$ cat config.mk
export PLATFORM = sky130hd
export DESIGN_NAME = stream_ls_unit
export DESIGN_NICKNAME = d
export VERILOG_FILES = /design/src/rtl/stream_pkg.sv /design/src/rtl/stream_ls_ctrl.sv /design/src/rtl/stream_ls_datapath.sv /design/src/rtl/stream_ls_unit.sv
export SDC_FILE = /design/constraint.sdc
export NUM_CORES = 1
export LEC_CHECK = 0
export BUFFER_PORTS_ARGS = -buffer_cell sky130_fd_sc_hd__buf_2
export CAP_MARGIN = 20
export CORE_ASPECT_RATIO = 0.75
export CORE_UTILIZATION = 44
export CTS_BUF_LIST = sky130_fd_sc_hd__clkbuf_2
export DETAILED_ROUTE_END_ITERATION = 8
export MAX_ROUTING_LAYER = met4
export PLACE_DENSITY = 0.73
export SYNTH_ARGS = -nofsm -noshare
export SYNTH_HDL_FRONTEND = slang
export SYNTH_SLANG_ARGS = --single-unit
$ cat constraint.sdc
create_clock -name clk -period 2.71 [get_ports clk]
set_clock_uncertainty 0.1 [all_clocks]
set_input_delay 0.1355 -clock clk [delete_from_list [all_inputs] [get_ports clk]]
set_output_delay 0.1355 -clock clk [all_outputs]
set_load 0.01 [all_outputs]
$ cat src/rtl/stream_pkg.sv
package stream_pkg;

  localparam int NUM_PTR = 3;

  typedef enum logic [1:0] {
    PTR_IN0 = 2'd0,
    PTR_IN1 = 2'd1,
    PTR_OUT = 2'd2
  } ptrSel_e;

  typedef enum logic [1:0] {
    ST_IDLE = 2'd0,
    ST_REQ  = 2'd1,
    ST_RSP  = 2'd2
  } lsState_e;

  // Strobes from control to datapath
  typedef struct packed {
    logic       capture;   // latch address and store data
    logic       bump;      // post-increment the selected pointer
    logic [1:0] ptrIdx;    // pointer in use
    logic       dbl;       // 64-bit access
  } lsStrobe_t;

  // Selector {bit10, bit9, bit6} decode helpers
  function automatic logic selActive(input logic [2:0] sel);
    return sel[2] | sel[0];
  endfunction

  function automatic logic selIllegal(input logic [2:0] sel);
    return sel == 3'd2;
  endfunction

  function automatic logic selStore(input logic [2:0] sel);
    return ~sel[2];
  endfunction

  function automatic logic selDouble(input logic [2:0] sel);
    return sel[1];
  endfunction

  function automatic logic [1:0] selPtr(input logic [2:0] sel);
    if (!sel[2]) return PTR_OUT;
    return sel[0] ? PTR_IN1 : PTR_IN0;
  endfunction

endpackage

$ cat src/rtl/stream_ls_ctrl.sv
module stream_ls_ctrl
  import stream_pkg::*;
#(
  parameter int REG_W = 5
) (
  input  logic             clk,
  input  logic             rstN,
  input  logic             opValid,
  output logic             opReady,
  input  logic [1:0]       lsHi,
  input  logic             lsLo,
  input  logic [REG_W-1:0] opReg,
  output logic             errPulse,
  input  logic             memReady,
  input  logic             memRspValid,
  output logic             memValid,
  output logic             memWrite,
  output logic             memDouble,
  output logic [REG_W-1:0] rfRdIdx,
  output logic             rfWe,
  output logic [REG_W-1:0] rfWrIdx,
  output logic             rfWrDouble,
  output lsStrobe_t        strobe
);

  lsState_e         state;
  logic [2:0]       sel;
  logic             decDbl;
  logic [1:0]       decIdx;
  logic             accept;
  logic [1:0]       curIdx;
  logic             curDbl;
  logic             curStore;
  logic [REG_W-1:0] curReg;
  logic [REG_W-1:0] liveIdx;

  assign sel     = {lsHi, lsLo};
  assign decDbl  = selDouble(sel);
  assign decIdx  = selPtr(sel);
  assign opReady = (state == ST_IDLE);
  assign accept  = opReady && opValid && selActive(sel);
  assign liveIdx = decDbl ? {opReg[REG_W-1:1], 1'b0} : opReg;

  always_ff @(posedge clk) begin
    if (!rstN) begin
      state    <= ST_IDLE;
      curIdx   <= PTR_IN0;
      curDbl   <= 1'b0;
      curStore <= 1'b0;
      curReg   <= '0;
      errPulse <= 1'b0;
    end else begin
      errPulse <= 1'b0;
      unique case (state)
        ST_IDLE: begin
          if (accept) begin
            state    <= ST_REQ;
            curIdx   <= decIdx;
            curDbl   <= decDbl;
            curStore <= selStore(sel);
            curReg   <= liveIdx;
          end else if (opValid && selIllegal(sel)) begin
            errPulse <= 1'b1;
          end
        end
        ST_REQ: begin
          if (memReady) state <= curStore ? ST_IDLE : ST_RSP;
        end
        ST_RSP: begin
          if (memRspValid) state <= ST_IDLE;
        end
        default: state <= ST_IDLE;
      endcase
    end
  end

  assign memValid   = (state == ST_REQ);
  assign memWrite   = curStore;
  assign memDouble  = curDbl;
  assign rfRdIdx    = liveIdx;
  assign rfWe       = (state == ST_RSP) && memRspValid;
  assign rfWrIdx    = curReg;
  assign rfWrDouble = curDbl;

  always_comb begin
    strobe.capture = accept;
    strobe.bump    = memValid && memReady;
    strobe.ptrIdx  = opReady ? decIdx : curIdx;
    strobe.dbl     = opReady ? decDbl : curDbl;
  end

endmodule

$ cat src/rtl/stream_ls_datapath.sv
module stream_ls_datapath
  import stream_pkg::*;
#(
  parameter int          ADDR_W  = 32,
  parameter int          WORD_W  = 32,
  parameter int          CRA_W   = 16,
  parameter logic [15:0] CR_BASE = 16'h4000
) (
  input  logic                           clk,
  input  logic                           rstN,
  input  lsStrobe_t                      strobe,
  input  logic                           crWrEn,
  input  logic [CRA_W-1:0]               crAddr,
  input  logic [ADDR_W-1:0]              crWrData,
  output logic [ADDR_W-1:0]              crRdData,
  input  logic [2*WORD_W-1:0]            rfRdData,
  input  logic [2*WORD_W-1:0]            memRspData,
  output logic [2*WORD_W-1:0]            rfWrData,
  output logic [ADDR_W-1:0]              memAddr,
  output logic [2*WORD_W-1:0]            memWData,
  output logic [NUM_PTR-1:0][ADDR_W-1:0] ptrVec
);

  localparam int          DW       = 2 * WORD_W;
  localparam logic [ADDR_W-1:0] STEP_S = ADDR_W'(WORD_W / 8);
  localparam logic [ADDR_W-1:0] STEP_D = ADDR_W'(DW / 8);

  logic [ADDR_W-1:0] addrHold;
  logic [DW-1:0]     dataHold;
  logic [ADDR_W-1:0] step;

  assign step = strobe.dbl ? STEP_D : STEP_S;

  for (genvar g = 0; g < NUM_PTR; g++) begin : gPtr
    logic crHit;
    logic bumpHit;
    assign crHit   = crWrEn && (crAddr == CR_BASE + CRA_W'(g));
    assign bumpHit = strobe.bump && (strobe.ptrIdx == 2'(g));
    always_ff @(posedge clk) begin
      if (!rstN)        ptrVec[g] <= '0;
      else if (crHit)   ptrVec[g] <= crWrData;
      else if (bumpHit) ptrVec[g] <= ptrVec[g] + step;
    end
  end

  always_comb begin
    crRdData = '0;
    for (int k = 0; k < NUM_PTR; k++) begin
      if (crAddr == CR_BASE + CRA_W'(k)) crRdData = ptrVec[k];
    end
  end

  always_ff @(posedge clk) begin
    if (!rstN) begin
      addrHold <= '0;
      dataHold <= '0;
    end else if (strobe.capture) begin
      addrHold <= ptrVec[strobe.ptrIdx];
      dataHold <= strobe.dbl ? rfRdData : {{WORD_W{1'b0}}, rfRdData[WORD_W-1:0]};
    end
  end

  assign memAddr  = addrHold;
  assign memWData = dataHold;
  assign rfWrData = strobe.dbl ? memRspData : {{WORD_W{1'b0}}, memRspData[WORD_W-1:0]};

endmodule

$ cat src/rtl/stream_ls_unit.sv
module stream_ls_unit
  import stream_pkg::*;
#(
  parameter int          ADDR_W  = 32,
  parameter int          WORD_W  = 32,
  parameter int          REG_W   = 5,
  parameter int          CRA_W   = 16,
  parameter logic [15:0] CR_BASE = 16'h4000
) (
  input  logic                clk,
  input  logic                rstN,
  input  logic                opValid,
  output logic                opReady,
  input  logic [1:0]          lsHi,
  input  logic                lsLo,
  input  logic [REG_W-1:0]    opReg,
  output logic                errPulse,
  output logic [REG_W-1:0]    rfRdIdx,
  input  logic [2*WORD_W-1:0] rfRdData,
  output logic                rfWe,
  output logic [REG_W-1:0]    rfWrIdx,
  output logic                rfWrDouble,
  output logic [2*WORD_W-1:0] rfWrData,
  output logic                memValid,
  input  logic                memReady,
  output logic                memWrite,
  output logic                memDouble,
  output logic [ADDR_W-1:0]   memAddr,
  output logic [2*WORD_W-1:0] memWData,
  input  logic                memRspValid,
  input  logic [2*WORD_W-1:0] memRspData,
  input  logic                crWrEn,
  input  logic [CRA_W-1:0]    crAddr,
  input  logic [ADDR_W-1:0]   crWrData,
  output logic [ADDR_W-1:0]   crRdData
);

  lsStrobe_t                      strobe;
  logic [NUM_PTR-1:0][ADDR_W-1:0] ptrVec;

  stream_ls_ctrl #(.REG_W(REG_W)) uCtrl (
    .clk(clk), .rstN(rstN), .opValid(opValid), .opReady(opReady),
    .lsHi(lsHi), .lsLo(lsLo), .opReg(opReg), .errPulse(errPulse),
    .memReady(memReady), .memRspValid(memRspValid), .memValid(memValid),
    .memWrite(memWrite), .memDouble(memDouble), .rfRdIdx(rfRdIdx),
    .rfWe(rfWe), .rfWrIdx(rfWrIdx), .rfWrDouble(rfWrDouble), .strobe(strobe)
  );

  stream_ls_datapath #(
    .ADDR_W(ADDR_W), .WORD_W(WORD_W), .CRA_W(CRA_W), .CR_BASE(CR_BASE)
  ) uPath (
    .clk(clk), .rstN(rstN), .strobe(strobe), .crWrEn(crWrEn), .crAddr(crAddr),
    .crWrData(crWrData), .crRdData(crRdData), .rfRdData(rfRdData),
    .memRspData(memRspData), .rfWrData(rfWrData), .memAddr(memAddr),
    .memWData(memWData), .ptrVec(ptrVec)
  );

endmodule

Word level (Yosys, flattened, before mapping)
Index checks and enable logic that the tools add are counted.

word-level totals
  register bits after elaboration = 204
  bits of input ports = 190
  output and inout port bits = 209
  logic and storage cells = 74

operators by class
  add/sub/neg operators = 3
  $lt $le $gt $ge = 1
  equal/unequal tests = 11
  multiplexer cells = 25
  bitwise gates (word level) = 4
  reduce and logical (&&, ||, !) cells = 19

operators with widths
  kind                    count
  $mux W32                10
  $mux W64                2
  $add A32 B32 Y32        3
  $bmux W32 S2            1
  $eq A16 B15 Y1 const B  3
  $mux W2                 6
  $logic_and A1 B1 Y1     11
  $ne A2 B2 Y1 const B    3
  $pmux W2 S3             1
  $reduce_bool A2 Y1      3
  $eq A2 B1 Y1 const B    2
  $eq A2 B2 Y1 const B    2
  $logic_not A2 Y1        2
  $mux W1                 4
  $mux W4                 1
  $eq A3 B2 Y1 const B    1
  $lt A2 B3 Y1 const B    1
  $not A1 Y1              3
  $reduce_and A3 Y1       1
  $reduce_or A3 Y1        1
  $reduce_and A2 Y1       1
  $or A1 B1 Y1            1

Logic depth before layout (Yosys ltp)
  word-level depth = 7
  depth in mapped cells = 11
  depth with buffers taken out = 9

Hierarchy
Synthesis repeated with hierarchy kept, for this count alone.

second synthesis, totals
  cell total of the unflattened synthesis = 1,341
  area, all modules = 10,984.3 µm²

by module, submodules not included
  module              instances  cells each  area an instance (µm²)  seq. area each (µm²)
  stream_ls_datapath  1          1,275       10,403.7                3,843.7
  stream_ls_ctrl      1          66          580.6                   220.2

Worst setup path after synthesis
Ideal clock, no wire load.

  kind = register -> register
  from = register uCtrl.state[1]
  to = register uPath.ptrVec[12] in the netlist's numbering
  setup time = 0.133 ns
  data arrival time = 2.440 ns
  required time = 2.477 ns
  slack = 0.037 ns
  cell stages (with the launch flop) = 12
  path buffers = 3
  period minus slack after synthesis = 2.673 ns
  cells stage by stage = dfxtp_1 or3b_1 buf_2 nand2_1 clkbuf_1 nor2_1 ha_1 a311oi_1 clkbuf_1 nor4_1 xnor2_1 a21oi_1

between the ends
  cells in the longest elaborated chain, start to end = 6
  elaborated cells on any way between the ends = 12
  classes of those cells = 1 x add/sub; 1 x eq/ne; 5 x mux; 5 x reduce/logical

RTL lines
  element                         line                      text
  start: declaration              stream_ls_ctrl.sv:26      lsState_e state;
  start signal: assignment        stream_ls_ctrl.sv:67      if (memReady) state <= curStore ? ST_IDLE : ST_RSP;
  $logic_not A2 Y1                stream_ls_ctrl.sv:40      assign opReady = (state == ST_IDLE);
  $mux W1                         stream_ls_ctrl.sv:89      strobe.dbl = opReady ? decDbl : curDbl;
  $mux W4                         stream_ls_datapath.sv:32  assign step = strobe.dbl ? STEP_D : STEP_S;
  $add A32 B32 Y32                stream_ls_datapath.sv:42  else if (bumpHit) ptrVec[g] <= ptrVec[g] + step;
  $mux W32                        stream_ls_datapath.sv:42
  $mux W32                        stream_ls_datapath.sv:41  else if (crHit) ptrVec[g] <= crWrData;
  end signal: indexed assignment  stream_ls_datapath.sv:41
  end signal: indexed assignment  stream_ls_datapath.sv:42
  end: declaration                stream_ls_datapath.sv:21  output logic [NUM_PTR-1:0][ADDR_W-1:0] ptrVec

Parallel ways exist; a longest one is shown, timed or not. The select of a mux whose other input is x is not followed.
A chain may end at the register's enable or synchronous reset.

Worst setup path in the final report
Ends and elaborated chain as after synthesis.

==> run_results.csv <==
group,metric,value,unit
status,status,"finished with violations",
status,violations,"setup timing",
clock_tree,cts.path.max_buffers,3,
synth,synthMuxAreaShare,0.0336,
worst_setup_path,cp.arrival,3.33,ns
floorplanning,coreArea,24000,sq um
finish,final_cell_area,15700,sq um
timing,layout_worst_path_cycle_share,1.00,
flow_run,maxCapViolCount,0,
finish,final_util,0.657,
synth,synth_fp_nets,1567,
synth,synth.area.top_cells,"dfxtp_1 38%, a21oi_1 6.4%, nor2_1 5.8%",
timing,hold_viol,0,
worst_setup_path,slowest_delay,0.45,ns
power,power_density,416,nW/um^2
finish,register_area,4070,sq um
place,place_area,12600,sq um
worst_setup_path,start_kind,"register",
floorplanning,io_pins,399,
place,hpwl,29.8,mm
timing,fmax,369,MHz
place,place_ws,0.160,ns
worst_setup_path,crit_fanout,6,
synth,synth-main-ff-cell,"dfxtp_1",
routing,drt-total-wl,48.1,mm
global_routing,grt_max_degree,59,
synth,synth_edf_count,0,
timing,setup_viol,1,
timing,fin_crit,2.71,ns
finish,fillers,1946,
worst_setup_path,path_buf_inv,1,
floorplanning,fp.dieArea,25000,sq um
floorplanning,rows,49,
synth,synth-async-reset-ratio,0,
worst_setup_path,cp_cell_sequence,"or3b_1, and2_1, xnor2_1, ha_2, a311oi_4, clkdlybuf4s15_2, nor4_1, xnor2_1, a21oi_1",
global_routing,antenna_found_initial,1,
routing,drt_iter0_markers,1546,
place,finalWeightedCongestion,0.993,
worst_setup_path,required,3.33,ns
timing,tns,-0.00308,ns
finish,final_layout_size_suffix_gt1_frac,0.256,
synth,synth_top_cell_by_area,"dfxtp_1",
finish,syn2layout_area_growth,46.6,%
clock_tree,cts.sinks,203,
clock_tree,cts_root_buf,"clkbuf_2",
routing,viasPerCell,5.89,
synth,synth_seq_cells,203,
synth,synthCells,1374,
synth,synth_fa_ha_area_frac,0.00350,
timing,worst_slack,-0.00308,ns
synth,synth_simple_gate_area_frac,0.246,
synth,synth_cell_types,59,
synth,synth_xor_area_frac,0.0489,
timing,grt_setup_unrepaired,"true",
clock_tree,ctsHtreeMaxLevel,2,
timing,drv_slew,0,
timing,tightestPinTransition,0.918,ns
global_routing,grt_pass1_wl,70.1,mm
floorplanning,fp.dieW,182,um
worst_setup_path,slowest_stage,"or3b_1",
power,vdd.ir_drop.worst,0.236,mV
global_routing,grt_pass1_vias,12400,
synth,synth_top_family_by_area,"simple AND/OR/NAND/NOR gates",
power,total_power,0.00655,W
floorplanning,die_y,137,um
worst_setup_path,cp_common_cell,"xnor2_1",
clock_tree,clk_pin_slew_worst_paths,0.11,ns
clock_tree,numCtsBuffers,53,
global_routing,grtUsageTotal,0.375,
synth,synth_top_area_share,0.378,
floorplanning,initial_core_util,0.448,
global_routing,overflow,0,
power,power.leakage,6.44,nW
routing,ant_nets,0,
synth,synth_compound_area_frac,0.220,
synth,yosysWarnings,0,
worst_setup_path,criticalPathCategory,"register to register",
clock_tree,insertion_delay,0.89,ns
finish,nets,2121,
clock_tree,cts_tree,"yes",
worst_setup_path,crit_family,"simple AND/OR/NAND/NOR gates",
synth,mappedNetlistArea,10700,sq um
synth,synth.avg_cell_area,7.82,sq um
finish,multi_input_area,6010,sq um
hold_path,hold_class,"input pin to register",
routing,drcViolationCount,0,
routing,dr_total_vias,13500,
synth,ys_seq_area_frac,0.378,
timing,relSlewSlack,0.388,
routing,drt-wirelength-per-cell,20.9,um
worst_setup_path,end_kind,"register",
synth,synth_common_cells,"203 x dfxtp_1, 167 x nor2_1, 137 x a21oi_1",
synth,synth.most_common_cell,"dfxtp_1",
place,io_buffers,334,
routing,firstDrtPassIters,9,
## per-layer routing
metal  track usage  wire, um  share of wire  vias up
met1         0.471     18800           0.39     6277
met3         0.131      6800           0.14      199
met2         0.539     20500           0.43      983
met5             -         0              0        -
li1              -         -              -     6062
met4         0.172      2030          0.042        0
## worst min-delay path: stages
cell and delay (ns):
dlygate4sd3_1 0.51, buf_2 0.11, o21ai_0 0.08, a31oi_1 0.13
## power breakdown
| group | internal, W | switching (W) |
|---|---|---|
| sequential | 0.00308 | 0.0000637 |
| combinational | 0.000609 | 0.000704 |
| clock | 0.000743 | 0.00136 |
| total | 0.00443 | 0.00212 |
## state kept, by name, indices dropped and copies added (netlist names)
register	count
uCtrl.curIdx	1
uCtrl.memDouble	1
uCtrl.rfWrIdx	5
uCtrl.errPulse	1
uCtrl.memWrite	1
uCtrl.state	2
uPath.memAddr	32
uPath.ptrVec	96
uPath.memWData	64
## cell type report
class,count,share of cell area
Timing Repair Buffer,651,0.303
Multi-Input combinational cell,1009,0.382
Antenna cell,3,0.000477
Inverter,10,0.00254
Clock inverter,15,0.00405
Sequential cell,203,0.258
Tap cell,331,0.0263
Clock buffer,75,0.0238
## final timing paths
check / from / slack, ns / cells past startpoint / end
hold / removal: crWrData[29] / 0.01 / 4 / uPath.ptrVec[93]$_SDFFE_PN0P_
setup reg to reg: uCtrl.state[1]$_SDFFE_PN0P_ / -0.003 / 9 / uPath.ptrVec[12]$_SDFFE_PN0P_
hold reg to reg: uPath.memWData[7]$_SDFFE_PN0P_ / 0.36 / 2 / uPath.memWData[7]$_SDFFE_PN0P_
setup / recovery: uCtrl.state[1]$_SDFFE_PN0P_ / -0.003 / 9 / uPath.ptrVec[12]$_SDFFE_PN0P_
## what timing repair did
action	4_1_cts	5_1_grt
hold buffers	255	0
buffers inserted	0	1
hold endpoints to repair	203	0
setup endpoints to repair	0	26
gates resized for setup	0	18
## per-stage QoR
stage          hold WS [ns]  std cells
6_report             0.0132       2297
5_1_grt              0.0176       2295
4_1_cts           0.0000614       2292
3_5_place_dp          0.171       1947
3_3_place_gp          0.171       1947
2_1_floorplan         0.111       1374
## cells by family after synthesis
logic type | after synthesis
adders and majority gates | 3
DFF | 203
and+or+nand+nor | 534
muxes | 36
xor gates and xnor gates | 60
AOI/OAI and AO/OA | 376
buffers and inverters | 162
## layout by cell type (no fill, tap or decap), drive strengths merged, types with 15 or more instances in the layout
cell type / instances
nand4: 32
and2: 41
nor3: 16
nand2: 124
o21ai: 90
buf: 395
a21oi: 137
or3: 17
a222oi: 32
xor2: 28
a211oi: 45
a31oi: 15
xnor2: 32
a22oi: 33
dfxtp: 203
clkbuf: 75
and3: 15
mux2i: 36
nor2: 168
dlygate4sd3: 255
nor4: 21
nand3: 45
No activity file was read; power rests on OpenSTA's default activity.
